[src/rtl/phase_meter_pkg.sv]
package phase_meter_pkg;

   typedef enum logic [0:0] {
      PM_IDLE  = 1'b0,
      PM_ARMED = 1'b1
   } pm_state_e;

   // Smallest legal counter width and synchronizer depth
   localparam int unsigned PM_MIN_CNT_W  = 12;
   localparam int unsigned PM_MIN_STAGES = 2;

endpackage

[src/rtl/pm_edge_sync.sv]
module pm_edge_sync #(
   parameter int unsigned STAGES = 2
) (
   input  logic clk,
   input  logic rst,
   input  logic async_in,
   output logic rise_o
);

   logic [STAGES-1:0] chain_q;
   logic              prev_q;

   generate
      for (genvar g = 0; g < STAGES; g++) begin : g_stage
         if (g == 0) begin : g_first
            always_ff @(posedge clk) begin
               if (rst) chain_q[0] <= 1'b0;
               else     chain_q[0] <= async_in;
            end
         end else begin : g_next
            always_ff @(posedge clk) begin
               if (rst) chain_q[g] <= 1'b0;
               else     chain_q[g] <= chain_q[g-1];
            end
         end
      end
   endgenerate

   always_ff @(posedge clk) begin
      if (rst) prev_q <= 1'b0;
      else     prev_q <= chain_q[STAGES-1];
   end

   assign rise_o = chain_q[STAGES-1] & ~prev_q;

   // a detected edge lasts one cycle only
   a_r4_rise_single: assert property (@(posedge clk) disable iff (rst)
      rise_o |=> !rise_o);

endmodule

[src/rtl/pm_interval_ctr.sv]
module pm_interval_ctr
   import phase_meter_pkg::*;
#(
   parameter int unsigned CNT_W = 17
) (
   input  logic             clk,
   input  logic             rst,
   input  logic             start_i,
   input  logic             stop_i,
   output logic             cap_o,
   output logic [CNT_W-1:0] cap_val_o,
   output logic             cap_ovf_o,
   output logic             armed_o
);

   localparam logic [CNT_W-1:0] CNT_MAX = {CNT_W{1'b1}};

   pm_state_e        state_q;
   logic [CNT_W-1:0] cnt_q;
   logic             ovf_q;
   logic             at_max;
   logic [CNT_W-1:0] cnt_inc;

   always_comb begin
      at_max  = (cnt_q == CNT_MAX);
      cnt_inc = at_max ? cnt_q : cnt_q + 1'b1;
   end

   assign armed_o   = (state_q == PM_ARMED);
   assign cap_o     = stop_i & (start_i | armed_o);
   assign cap_val_o = start_i ? '0 : cnt_inc;
   assign cap_ovf_o = start_i ? 1'b0 : (ovf_q | at_max);

   always_ff @(posedge clk) begin
      if (rst) begin
         state_q <= PM_IDLE;
         cnt_q   <= '0;
         ovf_q   <= 1'b0;
      end else if (start_i && !stop_i) begin
         state_q <= PM_ARMED;
         cnt_q   <= '0;
         ovf_q   <= 1'b0;
      end else if (stop_i) begin
         state_q <= PM_IDLE;
      end else if (state_q == PM_ARMED) begin
         cnt_q <= cnt_inc;
         if (at_max) ovf_q <= 1'b1;
      end
   end

   // a lone start edge leaves an armed, cleared count
   a_r5_restart_clear: assert property (@(posedge clk) disable iff (rst)
      (start_i && !stop_i) |=> (armed_o && cnt_q == '0 && !ovf_q));

   // the running count never moves down while armed
   a_r8_count_monotonic: assert property (@(posedge clk) disable iff (rst)
      (armed_o && !start_i && !stop_i) |=> (cnt_q >= $past(cnt_q)));

endmodule

[src/rtl/pm_result_hold.sv]
module pm_result_hold #(
   parameter int unsigned CNT_W = 17
) (
   input  logic             clk,
   input  logic             rst,
   input  logic             cap_i,
   input  logic [CNT_W-1:0] cap_val_i,
   input  logic             cap_ovf_i,
   output logic [CNT_W-1:0] value_o,
   output logic             ovf_o,
   output logic             valid_o
);

   always_ff @(posedge clk) begin
      if (rst) begin
         value_o <= '0;
         ovf_o   <= 1'b0;
         valid_o <= 1'b0;
      end else begin
         valid_o <= cap_i;
         if (cap_i) begin
            value_o <= cap_val_i;
            ovf_o   <= cap_ovf_i;
         end
      end
   end

   // the held result only changes with a strobe
   a_r3_hold_stable: assert property (@(posedge clk) disable iff (rst)
      !valid_o |-> ($stable(value_o) && $stable(ovf_o)) or $past(rst));

endmodule

[src/rtl/phase_interval_meter.sv]
module phase_interval_meter
   import phase_meter_pkg::*;
#(
   parameter int unsigned CNT_W       = 17,
   parameter int unsigned SYNC_STAGES = 2
) (
   input  logic             clk,
   input  logic             rst,
   input  logic             ref_in,
   input  logic             fb_in,
   output logic [CNT_W-1:0] interval_o,
   output logic             valid_o,
   output logic             overflow_o
);

   localparam logic [CNT_W-1:0] CNT_MAX = {CNT_W{1'b1}};

   // elaboration-time parameter checks
   generate
      if (CNT_W < PM_MIN_CNT_W) begin : g_bad_width
         $error("phase_interval_meter: CNT_W below minimum");
      end
      if (SYNC_STAGES < PM_MIN_STAGES) begin : g_bad_sync
         $error("phase_interval_meter: SYNC_STAGES below minimum");
      end
   endgenerate

   logic             ref_rise;
   logic             fb_rise;
   logic             cap;
   logic [CNT_W-1:0] cap_val;
   logic             cap_ovf;
   logic             armed;

   pm_edge_sync #(.STAGES(SYNC_STAGES)) i_ref_sync (
      .clk      (clk),
      .rst      (rst),
      .async_in (ref_in),
      .rise_o   (ref_rise)
   );

   pm_edge_sync #(.STAGES(SYNC_STAGES)) i_fb_sync (
      .clk      (clk),
      .rst      (rst),
      .async_in (fb_in),
      .rise_o   (fb_rise)
   );

   pm_interval_ctr #(.CNT_W(CNT_W)) i_ctr (
      .clk       (clk),
      .rst       (rst),
      .start_i   (ref_rise),
      .stop_i    (fb_rise),
      .cap_o     (cap),
      .cap_val_o (cap_val),
      .cap_ovf_o (cap_ovf),
      .armed_o   (armed)
   );

   pm_result_hold #(.CNT_W(CNT_W)) i_hold (
      .clk       (clk),
      .rst       (rst),
      .cap_i     (cap),
      .cap_val_i (cap_val),
      .cap_ovf_i (cap_ovf),
      .value_o   (interval_o),
      .ovf_o     (overflow_o),
      .valid_o   (valid_o)
   );

   // strobe is a single-cycle pulse
   a_r3_valid_one_cycle: assert property (@(posedge clk) disable iff (rst)
      valid_o |=> !valid_o);

   // a stop edge with nothing armed yields no result
   a_r6_stray_stop: assert property (@(posedge clk) disable iff (rst)
      (fb_rise && !ref_rise && !armed) |=> !valid_o);

   // coincident edges give a zero result and stay unarmed
   a_r7_coincident: assert property (@(posedge clk) disable iff (rst)
      (fb_rise && ref_rise) |=> (valid_o && interval_o == '0 && !overflow_o && !armed));

   // overflow implies a saturated value
   a_r8_sat_value: assert property (@(posedge clk) disable iff (rst)
      overflow_o |-> (interval_o == CNT_MAX));

endmodule

[config.mk]
export PLATFORM = sky130hd
export DESIGN_NAME = phase_interval_meter
export DESIGN_NICKNAME = d
export VERILOG_FILES = /design/src/rtl/phase_meter_pkg.sv /design/src/rtl/pm_edge_sync.sv /design/src/rtl/pm_interval_ctr.sv /design/src/rtl/pm_result_hold.sv /design/src/rtl/phase_interval_meter.sv
export SDC_FILE = /design/constraint.sdc
export NUM_CORES = 1
export LEC_CHECK = 0
export BUFFER_PORTS_ARGS = -buffer_cell sky130_fd_sc_hd__buf_2
export CAP_MARGIN = 20
export CELL_PAD_IN_SITES_DETAIL_PLACEMENT = 1
export CELL_PAD_IN_SITES_GLOBAL_PLACEMENT = 1
export CORE_AREA = 2 2 75 70
export DETAILED_ROUTE_END_ITERATION = 10
export DIE_AREA = 0 0 77 72
export PLACE_DENSITY = 0.74
export RECOVER_POWER = 100
export SETUP_SLACK_MARGIN = 0.05
export SLEW_MARGIN = 20
export SYNTH_ARGS = -nofsm -noshare
export SYNTH_HDL_FRONTEND = slang
export SYNTH_SLANG_ARGS = --single-unit
[constraint.sdc]
create_clock -name clk -period 2.3 [get_ports clk]
set_input_delay 0.115 -clock clk [delete_from_list [all_inputs] [get_ports clk]]
set_output_delay 0.115 -clock clk [all_outputs]
set_load 0.01 [all_outputs]
==> key figures <==
Floorplan
  – Full die area: 5540 µm²
  – Core area: between 4000 and 5000 µm²
  – Die height: 72 µm
  – Die Wd: a little under 80 µm
  – Site row count: 24
  – Ports: 23
  – Initial Util: 0.420

Clock tree
  – CTS buffer count: 5
  – CTS resizes: 0
  – Clock Tree Buf Depth: 2
  – CTS tree: built
  – Setup bufs post-CTS: 0
  – Clock-pin slew on the worst setup and hold paths: about 90 ps
  – Hold Buf Count CTS: 0
  – Root Buffer: clkbuf_8
  – Num Clock Sinks: between 40 and 50
  – CTS H-Tree Depth: 2
  – Clk_lat worst skew: ~300 ps

Routing
  – WL final: just under 5 mm
  – First DRT Iteration DRCs: 116
  – DR WL/cell: between 15 and 20 µm
  – Via count: approximately 1700
  – Final ANT Viol Nets: 0
  – DRC: 0
  – Pre-antenna DRT Iters: 4
  – Vias/cell: approximately 5.3

Layout
  – P&R area growth vs syn: 12.4%
  – Post-layout nets: between 200 and 300
  – Final core utilization: 0.472
  – Antenna cells: 0
  – Commonest non-fill, non-tap cell in the layout: dfxtp_1
  – Most frequent cells in the layout: dfxtp_1 (44), nand2_1 (26), o21ai_0 (20), clkbuf_1 (20), nor2_1 (15)
  – Proportion of layout cells with a drive suffix above 1: 0.0960

Pwr
  – Pwr dens: ~650 nW/µm²
  – Sw Share: 0.216
  – Internal power: roughly 1.1 mW
  – Seq pwr share: 0.532
  – Leak: ~0.84 nW
  – Total power: 1.45 mW
  – Clock share of power: 0.435
  – Combinational power share: 0.033
  – Switching power: around 310 µW
  – Max VDD drop: around 0.00025 V

STA
  – Unrepaired setup endpoints after global routing: false
  – Final Critical Period: roughly 2100 ps
  – Final Hold Slack: between 20 and 25 ps
  – # setup viols final: 0
  – Final worst-path cycle share: 0.897
  – Headroom to the max-slew limit: 0.370
  – Max frequency: roughly 480 MHz
  – Final Skew: between 9 and 10 ps
  – Slew Limit Fails: 0
  – Final Hold Viols: 0
  – Worst slew pin tran: roughly 940 ps
  – Post-route setup TNS: 0 ps

Setup path
  – CP max FO: 7
  – Worst EP arrival: roughly 2300 ps
  – CP endpoint: i_ctr.cnt_q[12]$_SDFFE_PP0P_
  – Startpoint Class: register
  – Critical Path Sink Type: register
  – Critical-path top delay cell: or3b_1
  – Worst R2R End: i_ctr.cnt_q[12]$_SDFFE_PP0P_
  – Reg2Reg Setup Slack: around 240 ps
  – CP startpoint: i_ctr.cnt_q[0]$_SDFFE_PP0P_
  – CP required: 2530 ps
  – Worst Path Buf+Inv: 0
  – Crit Path Class: register to register
  – Reg-to-reg critical path startpoint: i_ctr.cnt_q[0]$_SDFFE_PP0P_
  – Instance count on the critical path: 6
  – Delay-heaviest family, CP: simple AND/OR/NAND/NOR gates
  – Critical Path, Cell by Cell: ha_1 -> nand3_2 -> or3b_1 -> nor2_1 -> a31oi_1 -> nor3_1
  – CP peak stage delay: roughly 500 ps
  – Reg2Reg Depth: 6

Global route
  – Vias in the first global route: between 1500 and 2000
  – Largest net degree at the start of global routing: 18
  – First-pass GRT wire length: ~8.1 mm
  – Initial antenna violation count: 0
  – Grt total ovfl: 0
  – Gr usage total: 0.186

Logic synthesis
  – Post-synth EDFFs: 0
  – Post-synthesis register bit count: 44
  – Syn Area/Cell: between 8 and 9 µm²
  – Yosys Warn Count: 0
  – Distinct cell type count after synthesis: 42
  – Synth Net Count: around 230
  – Part of the Yosys area used for sequential elements: 0.442
  – Ys flop type: dfxtp_1
  – Cell area after synthesis: 1990 µm²
  – Cells after synthesis: 227
  – Fraction of registers with async set/reset: 0

Min path
  – Hold Path Class: input pin to register

Run
  – Max cap viols: 0

Placement
  – GPL Wtd Cong: between 0.7 and 0.8
  – Dpl hpwl: between 3 and 4 mm
  – IO buf count: 22

Outcome
  – Outcome: completed
-- metal layers --
layer	vias up	global-route usage	share of wire
met5	-	0	0
met4	0	0.0655	0.0096
met3	4	0.0336	0.039
met2	27	0.272	0.44
met1	794	0.276	0.51
li1	859	-	-
-- worst register-to-register path, cell delays in order (launching register included) --
cell and delay, ps:
dfxtp_1 470, ha_1 310, nand3_2 210, or3b_1 500, nor2_1 200, a31oi_1 120
nor3_1 170
-- cells by family (layout without fill, tap and decap cells) --
family	after synthesis	count (layout)	share of synthesized area
simple gates	101	101	0.295
compound gates	55	55	0.166
flops	44	44	0.442
buf+inv	13	36	0.0327
xor+xnor	12	12	0.0528
fa+ha+maj	1	1	0.00628
mux	1	1	0.00503
-- cells in the mapped netlist (2+ instances only) --
library cell | instances | area share
nand3_1 | 10 | 0.025
nor2b_1 | 10 | 0.031
a41oi_1 | 2 | 0.0088
buf_4 | 2 | 0.0075
a21oi_1 | 12 | 0.030
xor2_1 | 8 | 0.035
a311oi_1 | 2 | 0.0088
nand2_1 | 26 | 0.049
nand4_1 | 4 | 0.013
and3_1 | 8 | 0.025
nor3_2 | 2 | 0.010
xnor2_1 | 4 | 0.018
nand2b_1 | 3 | 0.0094
o21ai_0 | 18 | 0.045
dfxtp_1 | 44 | 0.44
nor2_1 | 14 | 0.026
o21ai_1 | 5 | 0.013
and2_1 | 3 | 0.0094
nor4_2 | 3 | 0.019
a31oi_1 | 5 | 0.016
and4_1 | 2 | 0.0088
o22ai_1 | 3 | 0.0094
nor3_1 | 7 | 0.018
a221o_1 | 3 | 0.015
clkbuf_1 | 3 | 0.0057
buf_2 | 7 | 0.018
nand3_2 | 2 | 0.010
-- layout make-up --
cell class	instances	area, µm²
Timing Repair Buffer	28	130
Clock inverter	2	38.8
Clock buffer	6	82.6
Tap cell	65	81.3
Fill cell	595	2510
Multi-Input combinational cell	170	1020
Sequential cell	44	881
-- worst min-delay path by stage --
| stage | start | endpoint | slack (ps) | depth (start not counted) |
|---|---|---|---|---|
| global placement | fb_in | i_fb_sync.chain_q[0]$_SDFF_PP0_ | 320 | 2 |
| finish | ref_in | i_ref_sync.chain_q[0]$_SDFF_PP0_ | 20 | 2 |
| floorplan | rst | i_fb_sync.chain_q[1]$_SDFF_PP0_ | 190 | 1 |
| detailed placement | ref_in | i_ref_sync.chain_q[0]$_SDFF_PP0_ | 340 | 2 |
| CTS | ref_in | i_ref_sync.chain_q[0]$_SDFF_PP0_ | 20 | 2 |
| global route | fb_in | i_fb_sync.chain_q[0]$_SDFF_PP0_ | 40 | 2 |
-- per-stage QoR --
stage                     std cells  setup slack [ps]  cell area, µm²
after floorplan                 227               512            1990
after global placement          307               342            2160
after detailed placement        307               311            2160
after CTS                       315               287            2280
after global routing            315              84.5            2240
final                           315               237            2240
-- power groups by stage --
stage | logic [mW] | registers, mW | clock network, mW
2_1_floorplan | 0.0326 | 0.789 | 0
3_3_place_gp | 0.0475 | 0.790 | 0
3_5_place_dp | 0.0484 | 0.790 | 0
4_1_cts | 0.0487 | 0.772 | 0.650
5_1_grt | 0.0532 | 0.774 | 0.685
6_report | 0.0479 | 0.772 | 0.631
-- registers in the layout (all words and copies together) (netlist names) --
register / flops
i_ctr.armed_o: 1
i_ref_sync.chain_q: 2
i_hold.ovf_o: 1
i_fb_sync.chain_q: 2
i_hold.valid_o: 1
i_ctr.cnt_q: 17
i_hold.value_o: 17
i_ctr.ovf_q: 1
i_fb_sync.prev_q: 1
i_ref_sync.prev_q: 1
Note: power is estimated with default switching activity, not from simulation.
